===== src/rtl/deskew_pkg.sv =====
package deskew_pkg;

    localparam int          BYTE_W     = 8;
    localparam logic [7:0]  ALIGN_BYTE = 8'h7C;

    typedef struct packed {
        logic              ctl;
        logic [BYTE_W-1:0] data;
    } lane_word_t;

    typedef enum logic [0:0] {
        TRK_HUNT = 1'b0,
        TRK_LOCK = 1'b1
    } trk_state_t;

    function automatic logic is_align(lane_word_t w);
        return w.ctl && (w.data == ALIGN_BYTE);
    endfunction

endpackage


===== src/rtl/deskew_lane_fifo.sv =====
module deskew_lane_fifo
    import deskew_pkg::*;
#(
    parameter int DEPTH = 16
) (
    input  logic       clk,
    input  logic       rst_n,
    input  logic       flush,
    input  logic       rd_en,
    input  lane_word_t wr_word,
    output logic       captured,
    output logic       full,
    output lane_word_t head
);

    localparam int PW = (DEPTH > 1) ? $clog2(DEPTH) : 1;
    localparam int CW = $clog2(DEPTH + 1);

    typedef struct packed {
        logic [PW-1:0] wr_ptr;
        logic [PW-1:0] rd_ptr;
        logic [CW-1:0] cnt;
        logic          cap;
    } fifo_st_t;

    fifo_st_t   st_q, st_d;
    logic       we;
    lane_word_t mem [DEPTH];

    function automatic logic [PW-1:0] ptr_inc(logic [PW-1:0] p);
        return (p == PW'(DEPTH - 1)) ? '0 : p + 1'b1;
    endfunction

    always_comb begin
        st_d = st_q;
        we   = 1'b0;
        if (flush) begin
            st_d = '0;
        end else begin
            // once captured, every word is kept; before that only /A/ opens the lane
            we = st_q.cap || is_align(wr_word);
            if (we) begin
                st_d.cap    = 1'b1;
                st_d.wr_ptr = ptr_inc(st_q.wr_ptr);
            end
            if (rd_en) begin
                st_d.rd_ptr = ptr_inc(st_q.rd_ptr);
            end
            st_d.cnt = st_q.cnt + CW'(we) - CW'(rd_en);
        end
    end

    always_ff @(posedge clk) begin
        if (!rst_n) begin
            st_q <= '0;
        end else begin
            st_q <= st_d;
        end
    end

    always_ff @(posedge clk) begin
        if (we) begin
            mem[st_q.wr_ptr] <= wr_word;
        end
    end

    assign head     = mem[st_q.rd_ptr];
    assign captured = st_q.cap;
    assign full     = (st_q.cnt == CW'(DEPTH));

endmodule


===== src/rtl/deskew_align_tracker.sv =====
module deskew_align_tracker
    import deskew_pkg::*;
#(
    parameter int LANES     = 4,
    parameter int ACQ_COLS  = 4,
    parameter int LOSS_COLS = 4
) (
    input  logic             clk,
    input  logic             rst_n,
    input  logic             col_valid,
    input  logic [LANES-1:0] col_is_a,
    input  logic             sync_all,
    output logic             aligned
);

    localparam int AW = $clog2(ACQ_COLS + 1);
    localparam int LW = $clog2(LOSS_COLS + 1);

    typedef struct packed {
        trk_state_t    st;
        logic [AW-1:0] acq;
        logic [LW-1:0] miss;
    } trk_t;

    trk_t trk_q, trk_d;
    logic hit_col, skew_col;

    always_comb begin
        hit_col  = col_valid && (&col_is_a);
        skew_col = col_valid && (|col_is_a) && !(&col_is_a);
        trk_d    = trk_q;
        if (!sync_all) begin
            trk_d = '0;
        end else begin
            unique case (trk_q.st)
                TRK_HUNT: begin
                    if (hit_col) begin
                        if (trk_q.acq == AW'(ACQ_COLS - 1)) begin
                            trk_d.st   = TRK_LOCK;
                            trk_d.acq  = '0;
                            trk_d.miss = '0;
                        end else begin
                            trk_d.acq = trk_q.acq + 1'b1;
                        end
                    end else if (skew_col) begin
                        trk_d.acq = '0;
                    end
                end
                TRK_LOCK: begin
                    if (hit_col) begin
                        trk_d.miss = '0;
                    end else if (skew_col) begin
                        if (trk_q.miss == LW'(LOSS_COLS - 1)) begin
                            trk_d = '0;
                        end else begin
                            trk_d.miss = trk_q.miss + 1'b1;
                        end
                    end
                end
                default: trk_d = '0;
            endcase
        end
    end

    always_ff @(posedge clk) begin
        if (!rst_n) begin
            trk_q <= '0;
        end else begin
            trk_q <= trk_d;
        end
    end

    assign aligned = (trk_q.st == TRK_LOCK);

endmodule


===== src/rtl/lane_deskew.sv =====
module lane_deskew
    import deskew_pkg::*;
#(
    parameter int LANES     = 4,
    parameter int DEPTH     = 16,
    parameter int ACQ_COLS  = 4,
    parameter int LOSS_COLS = 4
) (
    input  logic                    clk,
    input  logic                    rst_n,
    input  logic [LANES-1:0]        sync_ok,
    input  logic [LANES*BYTE_W-1:0] rx_data,
    input  logic [LANES-1:0]        rx_ctl,
    output logic [LANES*BYTE_W-1:0] col_data,
    output logic [LANES-1:0]        col_ctl,
    output logic                    col_valid,
    output logic                    lanes_aligned,
    output logic                    overflow_err
);

    typedef struct packed {
        logic [LANES*BYTE_W-1:0] data;
        logic [LANES-1:0]        ctl;
        logic                    valid;
        logic                    err;
    } col_st_t;

    col_st_t          col_q, col_d;
    logic [LANES-1:0] cap;
    logic [LANES-1:0] full;
    logic [LANES-1:0] out_is_a;
    lane_word_t       heads [LANES];
    logic             reading;
    logic             overflow;

    // read every queue together once each one holds its /A/
    assign reading  = &cap;
    assign overflow = !reading && |(cap & full);

    for (genvar l = 0; l < LANES; l++) begin : g_lane
        lane_word_t in_w;
        lane_word_t out_w;
        assign in_w.ctl  = rx_ctl[l];
        assign in_w.data = rx_data[l*BYTE_W +: BYTE_W];

        deskew_lane_fifo #(.DEPTH(DEPTH)) u_fifo (
            .clk      (clk),
            .rst_n    (rst_n),
            .flush    (overflow),
            .rd_en    (reading),
            .wr_word  (in_w),
            .captured (cap[l]),
            .full     (full[l]),
            .head     (heads[l])
        );

        assign out_w.ctl  = col_q.ctl[l];
        assign out_w.data = col_q.data[l*BYTE_W +: BYTE_W];
        assign out_is_a[l] = is_align(out_w);
    end

    always_comb begin
        col_d       = '0;
        col_d.valid = reading;
        col_d.err   = overflow;
        if (reading) begin
            for (int l = 0; l < LANES; l++) begin
                col_d.data[l*BYTE_W +: BYTE_W] = heads[l].data;
                col_d.ctl[l]                   = heads[l].ctl;
            end
        end
    end

    always_ff @(posedge clk) begin
        if (!rst_n) begin
            col_q <= '0;
        end else begin
            col_q <= col_d;
        end
    end

    deskew_align_tracker #(
        .LANES     (LANES),
        .ACQ_COLS  (ACQ_COLS),
        .LOSS_COLS (LOSS_COLS)
    ) u_trk (
        .clk       (clk),
        .rst_n     (rst_n),
        .col_valid (col_q.valid),
        .col_is_a  (out_is_a),
        .sync_all  (&sync_ok),
        .aligned   (lanes_aligned)
    );

    assign col_data     = col_q.data;
    assign col_ctl      = col_q.ctl;
    assign col_valid    = col_q.valid;
    assign overflow_err = col_q.err;

endmodule


===== config.mk =====
export PLATFORM = sky130hd
export DESIGN_NAME = lane_deskew
export DESIGN_NICKNAME = d
export VERILOG_FILES = /design/src/rtl/deskew_pkg.sv /design/src/rtl/deskew_lane_fifo.sv /design/src/rtl/deskew_align_tracker.sv /design/src/rtl/lane_deskew.sv
export SDC_FILE = /design/constraint.sdc
export NUM_CORES = 1
export LEC_CHECK = 0
export BUFFER_PORTS_ARGS = -buffer_cell sky130_fd_sc_hd__buf_2
export CORE_UTILIZATION = 65
export DETAILED_ROUTE_END_ITERATION = 10
export GPL_TIMING_DRIVEN = 1
export PLACE_DENSITY_LB_ADDON = 0.12
export SETUP_SLACK_MARGIN = 0.05
export SLEW_MARGIN = 10
export SYNTH_ARGS = -nofsm -noshare
export SYNTH_HDL_FRONTEND = slang
export SYNTH_SLANG_ARGS = --single-unit

===== constraint.sdc =====
create_clock -name clk -period 5.7 [get_ports clk]
set_input_delay 0.855 -clock clk [delete_from_list [all_inputs] [get_ports clk]]
set_output_delay 0.855 -clock clk [all_outputs]
set_load 0.03 [all_outputs]

==> impl_metrics.yaml, run 1 <==
setup_path:
  cp_max_fo: 18
  path_cells: "nand4_1, inv_1, a41oi_1, nor2_1, nand2_1, nor2_1"
  end_kind: "flip-flop"
  r2r_cells: 6
  setup.worst_path.start_class: "flip-flop"
  critical_path.max_stage_delay_ns: 0.83
  r2r_end: "g_lane[0].u_fifo.mem[6][8]"
  cp_common_cell: "nor2_1"
  r2r_slack_ns: 2.04
  crit_type: "flip-flop to flip-flop"
  worstPathRequired_ns: 5.90
  worstReg2RegStart: "g_lane[0].u_fifo.captured"
  crit_arrival_ns: 3.86
  critPathSlowestCell: "nor2_1"
cts:
  cts_sinks: 677
  htree_num_levels: 3
  cts-resized-gates: 0
  postCtsSetupRepairBufs: 0
  cts.path.max_buffers: 3
  insertion_delay_ns: 0.59
  root_buffer: "clkbuf_16"
  ctsHoldBuffers: 0
  clkSlewWorstSetupHoldPaths_ns: 0.06
  cts_tree: "built"
  cts_made_buffers: 69
run:
  drv_cap: 0
floorplanning:
  core_area_um2: 40010
  pin_count: 81
  initial_utilization_pct: 66.34
  die_h_um: 204.1
  die_x_um: 204.1
  row_count: 73
  die-area_um2: 41640
worst_hold_path:
  min_path_cells: 2
  min_from: "u_trk.trk_q[5]"
  hold_path_class: "flip-flop to flip-flop"
  worstHoldEndpoint: "u_trk.trk_q[5]"
timing:
  clock.fmax_mhz: 272.9
  finalCritPeriodShare_pct: 64.29
  finalSetupTns_ns: 0
  hold_violations: 0
  tightest_slew_ns: 1.090
  slew_headroom_pct: 26.39
  fin_crit_ns: 3.665
  setup_viol: 0
  rsz0062_at_grt: "false"
  finClkSkew_ns: 0.02230
  fin_ws_ns: 2.035
  maxSlewViolCount: 0
logic_synthesis:
  synth_cells: 1410
  synth_area_um2: 26540
  yosys_warnings: 0
  synth-seq-cells: 677
  ys_types: 38
  synthFlopType: "edfxtp_1"
  postSynthAreaPerCell_um2: 18.82
  synth_fp_nets: 1502
  async_flop_share_pct: 0
  synth_enable_flop_cells: 576
  yosysSeqAreaShare_pct: 72.79
detailed_routing:
  detail-route-antenna-nets: 0
  drt-initial-drc-count: 1114
  wl_met1_um: 21900
  met2_length_um: 27320
  wl_um: 53600
  top_layer: "met5"
  vias_per_cell: 6.255
  met3_wirelength_um: 2969
  wire_per_inst_um: 25.37
  dr.pass1.iters: 5
  num_vias: 13220
  drc: 0
final_layout:
  final_common_cell: "edfxtp_1"
  syn_to_final_growth_pct: 12.18
  fin_nets: 1624
  instances_no_fill: 2113
  drive_gt1_share_pct: 25.38
  diodes: 0
  layout_common_cells: "576 x edfxtp_1, 180 x mux4_2, 93 x dfxtp_1, 92 x nor2_1, 80 x buf_2"
  fillers: 2293
  final_cell_area_um2: 29770
placed_design:
  place_area_um2: 27610
  pre_cts_ws_ns: 2.032
  hpwlAfterDp_um: 32270
  gp_congestion: 0.8000
  portBuffers: 80
  dpl.cell_count: 1986
global_routing:
  grt_pass1_vias: 13590
  grt_overflow: 0
  antenna_found_initial: 2
  grt_use_total_pct: 26.93
  grt_pass1_wl_um: 81820
  grt_max_degree: 53
power_and_ir_drop:
  ir_drop_v: 0.0002689
  p_leak_uw: 0.009543
  p_per_area_nw_per_um2: 327.8
outcome:
  status: "complete, no violations"
## layer usage
layer	vias to the layer above	global-route usage, %
li1	5813	-
met1	6824	37.42
met3	107	4.002
met2	469	44.57
met5	-	0
met4	4	8.902
## state kept, by name (all words and copies together), names as in the netlist
register                flops
col_data                   32
g_lane.u_fifo.st_q         52
g_lane.u_fifo.captured      4
u_trk.aligned               1
col_valid                   1
overflow_err                1
u_trk.trk_q                 6
col_ctl                     4
g_lane.u_fifo.mem         576
## synthesized netlist by cell type (13+ instances only)
| master | number | area share (%) |
|---|---|---|
| a21oi_1 | 46 | 0.87 |
| and2_1 | 17 | 0.40 |
| buf_1 | 27 | 0.38 |
| clkbuf_1 | 31 | 0.44 |
| dfxtp_1 | 101 | 7.6 |
| edfxtp_1 | 576 | 65 |
| ha_1 | 46 | 2.2 |
| inv_1 | 51 | 0.72 |
| mux4_2 | 180 | 15 |
| nand2_1 | 68 | 0.96 |
| nand3_1 | 13 | 0.25 |
| nor2_1 | 92 | 1.3 |
| nor2b_1 | 38 | 0.90 |
| nor3_1 | 16 | 0.30 |
| xor2_1 | 13 | 0.43 |
## critical path: cells and delay by family, from the launching register on
family                 cells  cell delay [ns]
AO/OA/AOI/OAI              1             0.36
buffers and inverters      1             0.63
flip-flops                 1             0.38
AND/OR/NAND/NOR            4             1.91
## cell families (layout without fill, tap and decap cells)
logic type	after synthesis	after routing	synth area share (%)
flip-flops	677	677	72.79
AND/OR/NAND/NOR	299	299	5.633
multiplexers	180	180	15.27
buffers and inverters	109	287	1.541
AO/OA/AOI/OAI	72	72	1.537
adder cells (fa/ha/maj)	50	50	2.470
XOR/XNOR	23	23	0.7590
## through the flow
step	hold WS (ns)	power, uW	utilization (%)
detailed placement	0.4356	5561	69.02
floorplan	0.4123	5484	-
global route	0.4614	10000	74.42
CTS	0.4435	9821	74.42
finish	0.4431	9761	74.42
global placement	0.4216	5557	69.02
## power by group
group / switching [uW] / internal, uW / total (uW)
clock: 1820 / 2480 / 4310
combinational: 75.7 / 14.3 / 90.0
sequential: 0.498 / 5360 / 5360
## worst max-delay path by stage
| stage | startpoint | endpoint | slack [ns] | cells after the start |
|---|---|---|---|---|
| global placement | g_lane[0].u_fifo.captured | g_lane[0].u_fifo.mem[7][7] | 2.11 | 6 |
| finish | g_lane[0].u_fifo.captured | g_lane[0].u_fifo.mem[6][8] | 2.04 | 6 |
| global route | g_lane[0].u_fifo.captured | g_lane[0].u_fifo.mem[6][8] | 1.70 | 6 |
| detailed placement | g_lane[0].u_fifo.captured | g_lane[0].u_fifo.mem[12][3] | 2.03 | 6 |
| CTS | g_lane[0].u_fifo.captured | g_lane[0].u_fifo.mem[4][8] | 1.99 | 6 |
| floorplan | rx_data[7] | g_lane[0].u_fifo.st_q[5] | 3.03 | 11 |
## cell type report
type / instances / area, um^2 / area share [%]
sequential: 677 / 19330 / 64.92
multi-input combinational: 624 / 6819 / 22.90
clock buffer: 83 / 1832 / 6.152
tap: 525 / 656.9 / 2.206
timing repair buffer: 109 / 618.1 / 2.076
clock inverter: 44 / 327.8 / 1.101
inverter: 51 / 191.4 / 0.6430
Power figures use the tool's default switching activity.
==> inputs of run 2 (changes only) <==
--- a/config.mk
+++ b/config.mk
@@ -6,7 +6,7 @@
 export NUM_CORES = 1
 export LEC_CHECK = 0
 export BUFFER_PORTS_ARGS = -buffer_cell sky130_fd_sc_hd__buf_2
-export CORE_UTILIZATION = 65
+export CORE_UTILIZATION = 62
 export DETAILED_ROUTE_END_ITERATION = 10
 export GPL_TIMING_DRIVEN = 1
 export PLACE_DENSITY_LB_ADDON = 0.12
==> constraint.sdc (replaced) <==
create_clock -name clk -period 3.7 [get_ports clk]
set_input_delay 0.555 -clock clk [delete_from_list [all_inputs] [get_ports clk]]
set_output_delay 0.555 -clock clk [all_outputs]
set_load 0.03 [all_outputs]
==> impl_metrics.yaml, run 2 (synthesized netlist as in run 1, its figures left out) <==
cts:
  htree_num_levels: 3
  root_buffer: "clkbuf_16"
  cts_made_buffers: 69
  cts.path.max_buffers: 3
  cts_tree: "built"
  ctsHoldBuffers: 0
  clkSlewWorstSetupHoldPaths_ns: 0.06
  postCtsSetupRepairBufs: 0
  cts-resized-gates: 0
  cts_sinks: 677
  insertion_delay_ns: 0.60
floorplanning:
  core_area_um2: 42040
  die_x_um: 208.9
  die-area_um2: 43640
  die_h_um: 208.9
  initial_utilization_pct: 63.13
  row_count: 75
  pin_count: 81
power_and_ir_drop:
  switching_share_pct: 19.32
  clkPwrFrac_pct: 44.4
  combPwrFrac_pct: 0.9
  p_leak_uw: 0.009774
  ir_drop_v: 0.0004030
  p_per_area_nw_per_um2: 500.9
  p_seq_share_pct: 54.8
  p_int_uw: 12180
  p_sw_uw: 2917
final_layout:
  multi_input_area_um2: 6819
  syn_to_final_growth_pct: 13.53
  instances_no_fill: 2165
  fillers: 2599
  seqCellArea_um2: 19330
  fin_nets: 1661
  diodes: 0
  final_common_cell: "edfxtp_1"
  regMostFlops: "g_lane.u_fifo.mem"
  layout_common_cells: "576 x edfxtp_1, 180 x mux4_2, 93 x dfxtp_1, 92 x nor2_1, 80 x buf_2"
  finish.utilization_pct: 71.68
  largest_register_ffs: 576
  drive_gt1_share_pct: 27.24
detailed_routing:
  wire_per_inst_um: 24.83
  met2_length_um: 27470
  vias_per_cell: 6.167
  drt-initial-drc-count: 1343
  met3_wirelength_um: 3654
  wl_um: 53750
  drc: 0
  wl_met1_um: 21460
  dr.pass1.iters: 5
  detail-route-antenna-nets: 0
  num_vias: 13350
  top_layer: "met4"
setup_path:
  r2r_slack_ns: 0.86
  critPathSlowestCell: "and2_1"
  crit_arrival_ns: 3.06
  crit_type: "flip-flop to flip-flop"
  worstReg2RegStart: "g_lane[3].u_fifo.st_q[4]"
  critical_path.max_stage_delay_ns: 0.60
  end_kind: "flip-flop"
  setup.worst_path.start_class: "flip-flop"
  cp_max_fo: 9
  r2r_end: "g_lane[3].u_fifo.mem[5][5]"
  path_cells: "inv_1, ha_1, nor2b_1, nand4_1, a41oi_1, buf_4, or2_2, nor3b_1, and2_1"
  r2r_cells: 9
  worstPathRequired_ns: 3.92
timing:
  maxSlewViolCount: 0
  slew_headroom_pct: 26.86
  tightest_slew_ns: 1.097
  finalCritPeriodShare_pct: 76.66
  fin_crit_ns: 2.836
  finClkSkew_ns: 0.01757
  rsz0062_at_grt: "false"
  setup_viol: 0
  clock.fmax_mhz: 352.6
  finalSetupTns_ns: 0
  hold_violations: 0
global_routing:
  grt_max_degree: 53
  grt_pass1_wl_um: 81740
  antenna_found_initial: 0
  grt_use_total_pct: 25.64
  grt_overflow: 0
  grt_pass1_vias: 13620
run:
  drv_cap: 0
placed_design:
  dpl.cell_count: 2037
  gp_congestion: 0.8002
  hpwlAfterDp_um: 32310
  portBuffers: 80
worst_hold_path:
  hold_path_class: "primary input to flip-flop"
  worstHoldEndpoint: "overflow_err"
  min_from: "rst_n"
  min_path_cells: 2
outcome:
  status: "complete, no violations"
run 2: worst max-delay path by stage:
stage / cells after the start / from / end
final: 9 / g_lane[3].u_fifo.st_q[4] / g_lane[3].u_fifo.mem[5][5]
after global routing: 9 / g_lane[3].u_fifo.st_q[4] / g_lane[3].u_fifo.mem[5][5]
after CTS: 9 / g_lane[3].u_fifo.st_q[4] / g_lane[3].u_fifo.mem[5][5]
after detailed placement: 7 / rx_data[30] / g_lane[3].u_fifo.mem[5][4]
after global placement: 13 / rx_data[15] / g_lane[1].u_fifo.st_q[5]
after floorplan: 5 / col_data[10] / u_trk.trk_q[4]
run 2: power by group through the flow:
stage | Sequential [uW] | Clock, uW | Combinational (uW)
floorplan | 8430 | 0 | 17.6
global placement | 8430 | 0 | 124
detailed placement | 8430 | 0 | 132
CTS | 8260 | 6810 | 132
global route | 8260 | 7090 | 145
finish | 8260 | 6700 | 132
run 2: worst max-delay path: cells and delay by family, from the launching register on:
family,cells,cell delay [ns]
AO/OA/AOI/OAI,1,0.18
adder cells (fa/ha/maj),1,0.17
buffers and inverters,2,0.28
flip-flops,1,0.34
AND/OR/NAND/NOR,5,1.48
run 2: metrics by stage:
stage	setup WS [ns]	hold slack, ns	power, uW	instance area [um^2]
2_1_floorplan	1.148	0.4123	8448	26540
3_3_place_gp	0.7721	0.4196	8551	27950
6_report	0.8637	0.3051	15100	30130
3_5_place_dp	0.6605	0.4323	8559	27950
5_1_grt	0.7337	0.3110	15490	30130
4_1_cts	0.8593	0.2815	15210	30130
run 2: layout make-up:
class                      instances  share of cell area, %
clock buffer                      88                  6.245
clock inverter                    40                  1.013
inverter                          51                 0.6353
multi-input combinational        624                  22.63
sequential                       677                  64.14
tap                              539                  2.238
timing repair buffer             146                  3.097
run 2: per-layer routing:
layer	vias up	GRT usage [%]
met5	-	0
met4	0	8.519
met3	88	4.358
met2	521	42.44
met1	6858	35.22
li1	5885	-
==> inputs of run 3 (changes only) <==
==> constraint.sdc (replaced) <==
create_clock -name clk -period 2.7 [get_ports clk]
set_input_delay 0.405 -clock clk [delete_from_list [all_inputs] [get_ports clk]]
set_output_delay 0.405 -clock clk [all_outputs]
set_load 0.03 [all_outputs]
==> impl_metrics.yaml, run 3 (synthesized netlist as in run 1, its figures left out) <==
placed_design:
  portBuffers: 80
  hpwlAfterDp_um: 33720
  gp_congestion: 0.7952
setup_path:
  crit_type: "flip-flop to flip-flop"
  setup.worst_path.start_class: "flip-flop"
  cp_max_fo: 6
  crit_arrival_ns: 3.06
  worstPathRequired_ns: 3.21
  end_kind: "flip-flop"
  worstReg2RegStart: "col_data[9]"
  critPathLaunch: "col_data[9]"
floorplanning:
  pin_count: 81
  row_count: 75
  core_area_um2: 42040
  die_h_um: 208.9
  die_x_um: 208.9
  initial_utilization_pct: 63.13
  die-area_um2: 43640
timing:
  hold_violations: 0
  setup_viol: 0
  maxSlewViolCount: 0
  finalSetupTns_ns: 0
  tightest_slew_ns: 0.8604
  finClkSkew_ns: 0.01742
  finalCritPeriodShare_pct: 94.35
  fin_crit_ns: 2.547
  slew_headroom_pct: 42.44
  rsz0062_at_grt: "true"
  clock.fmax_mhz: 392.6
power_and_ir_drop:
  p_seq_share_pct: 54.9
  p_sw_uw: 3934
  p_leak_uw: 0.01012
  switching_share_pct: 19.08
  p_int_uw: 16680
  ir_drop_v: 0.0006402
  p_per_area_nw_per_um2: 668.7
  power_uw: 20620
  combPwrFrac_pct: 1.1
  clkPwrFrac_pct: 44.0
final_layout:
  largest_register_ffs: 576
  syn_to_final_growth_pct: 16.16
  drive_gt1_share_pct: 29.90
  fillers: 2477
  final_common_cell: "edfxtp_1"
  diodes: 0
  layout_common_cells: "576 x edfxtp_1, 180 x mux4_2, 109 x buf_4, 93 x dfxtp_1, 89 x nor2_1"
  regMostFlops: "g_lane.u_fifo.mem"
  fin_nets: 1724
detailed_routing:
  drc: 0
  dr.pass1.iters: 5
  wl_um: 52530
  vias_per_cell: 6.048
  detail-route-antenna-nets: 0
  drt-initial-drc-count: 1068
  num_vias: 13480
  wire_per_inst_um: 23.58
global_routing:
  grt_max_degree: 42
  antenna_found_initial: 1
  grt_pass1_wl_um: 81540
  grt_use_total_pct: 25.27
  grt_overflow: 0
  grt_pass1_vias: 13750
cts:
  cts_sinks: 677
  insertion_delay_ns: 0.59
  htree_num_levels: 3
  root_buffer: "clkbuf_16"
  cts_tree: "built"
  clkSlewWorstSetupHoldPaths_ns: 0.06
  cts.path.max_buffers: 3
  cts_made_buffers: 69
worst_hold_path:
  min_from: "rx_data[16]"
  hold_path_class: "primary input to flip-flop"
outcome:
  status: "complete, no violations"
run:
  drv_cap: 0
-- run 3: cell count changes in the layout (fill, tap and decap cells not counted), sizes merged --
cell      change
clkbuf       +12
bufinv        -2
clkinvlp      +1
clkinv        -9
buf          +63
inv           -2
-- run 3: cell type report --
cell class / instances / area, um^2 / area share, %
clock inverter: 28 / 202.7 / 0.6575
clock buffer: 100 / 1977 / 6.412
tap: 539 / 674.4 / 2.187
sequential: 677 / 19330 / 62.69
inverter: 51 / 191.4 / 0.6209
timing repair buffer: 209 / 1619 / 5.252
multi-input combinational: 624 / 6837 / 22.18
-- run 3: routing by layer --
metal | routed length [um] | track usage [%]
met1 | 21760 | 36.34
met2 | 25840 | 40.14
met3 | 3915 | 4.914
met4 | 998 | 7.353
met5 | 13 | 0
-- run 3: power by group through the flow --
stage / Clock [uW] / Sequential [uW] / Combinational (uW)
5_1_grt: 9620 / 11300 / 252
6_report: 9060 / 11300 / 229
2_1_floorplan: 0 / 11600 / 24.2
3_5_place_dp: 0 / 11500 / 228
3_3_place_gp: 0 / 11500 / 213
4_1_cts: 9220 / 11300 / 229
-- run 3: worst max-delay path, stage by stage, from the launching register on --
cell and delay [ns]:
dfxtp_1 0.31, or3b_1 0.38, or4_1 0.64, or4_4 0.49
or4_4 0.55, o22ai_2 0.12
-- run 3: what timing repair did --
| action | CTS | global route |
|---|---|---|
| hold endpoints to repair | 0 | 0 |
| gates resized for setup | 0 | 5 |
| setup endpoints to repair | 0 | 51 |
| buffers inserted | 0 | 0 |
| hold buffers | 0 | 0 |
-- run 3: per-stage QoR --
step	hold slack, ns	util [%]	worst slack (ns)	instance area [um^2]	instances
after floorplan	0.4123	-	0.1476	26540	1410
after global placement	0.4209	68.11	0.03418	28630	2100
after detailed placement	0.4302	68.11	0.02617	28630	2100
after CTS	0.02086	73.29	0.1169	30810	2228
after global routing	0.02776	73.33	0.04881	30830	2228
final	0.04845	73.33	0.1526	30830	2228
-- run 3: final timing paths --
path / endpoint / slack [ns] / cells past startpoint
setup / recovery: u_trk.trk_q[4] / 0.15 / 5
hold / removal: g_lane[2].u_fifo.mem[9][0] / 0.05 / 1
hold reg to reg: u_trk.trk_q[5] / 0.44 / 2
setup reg to reg: u_trk.trk_q[4] / 0.15 / 5
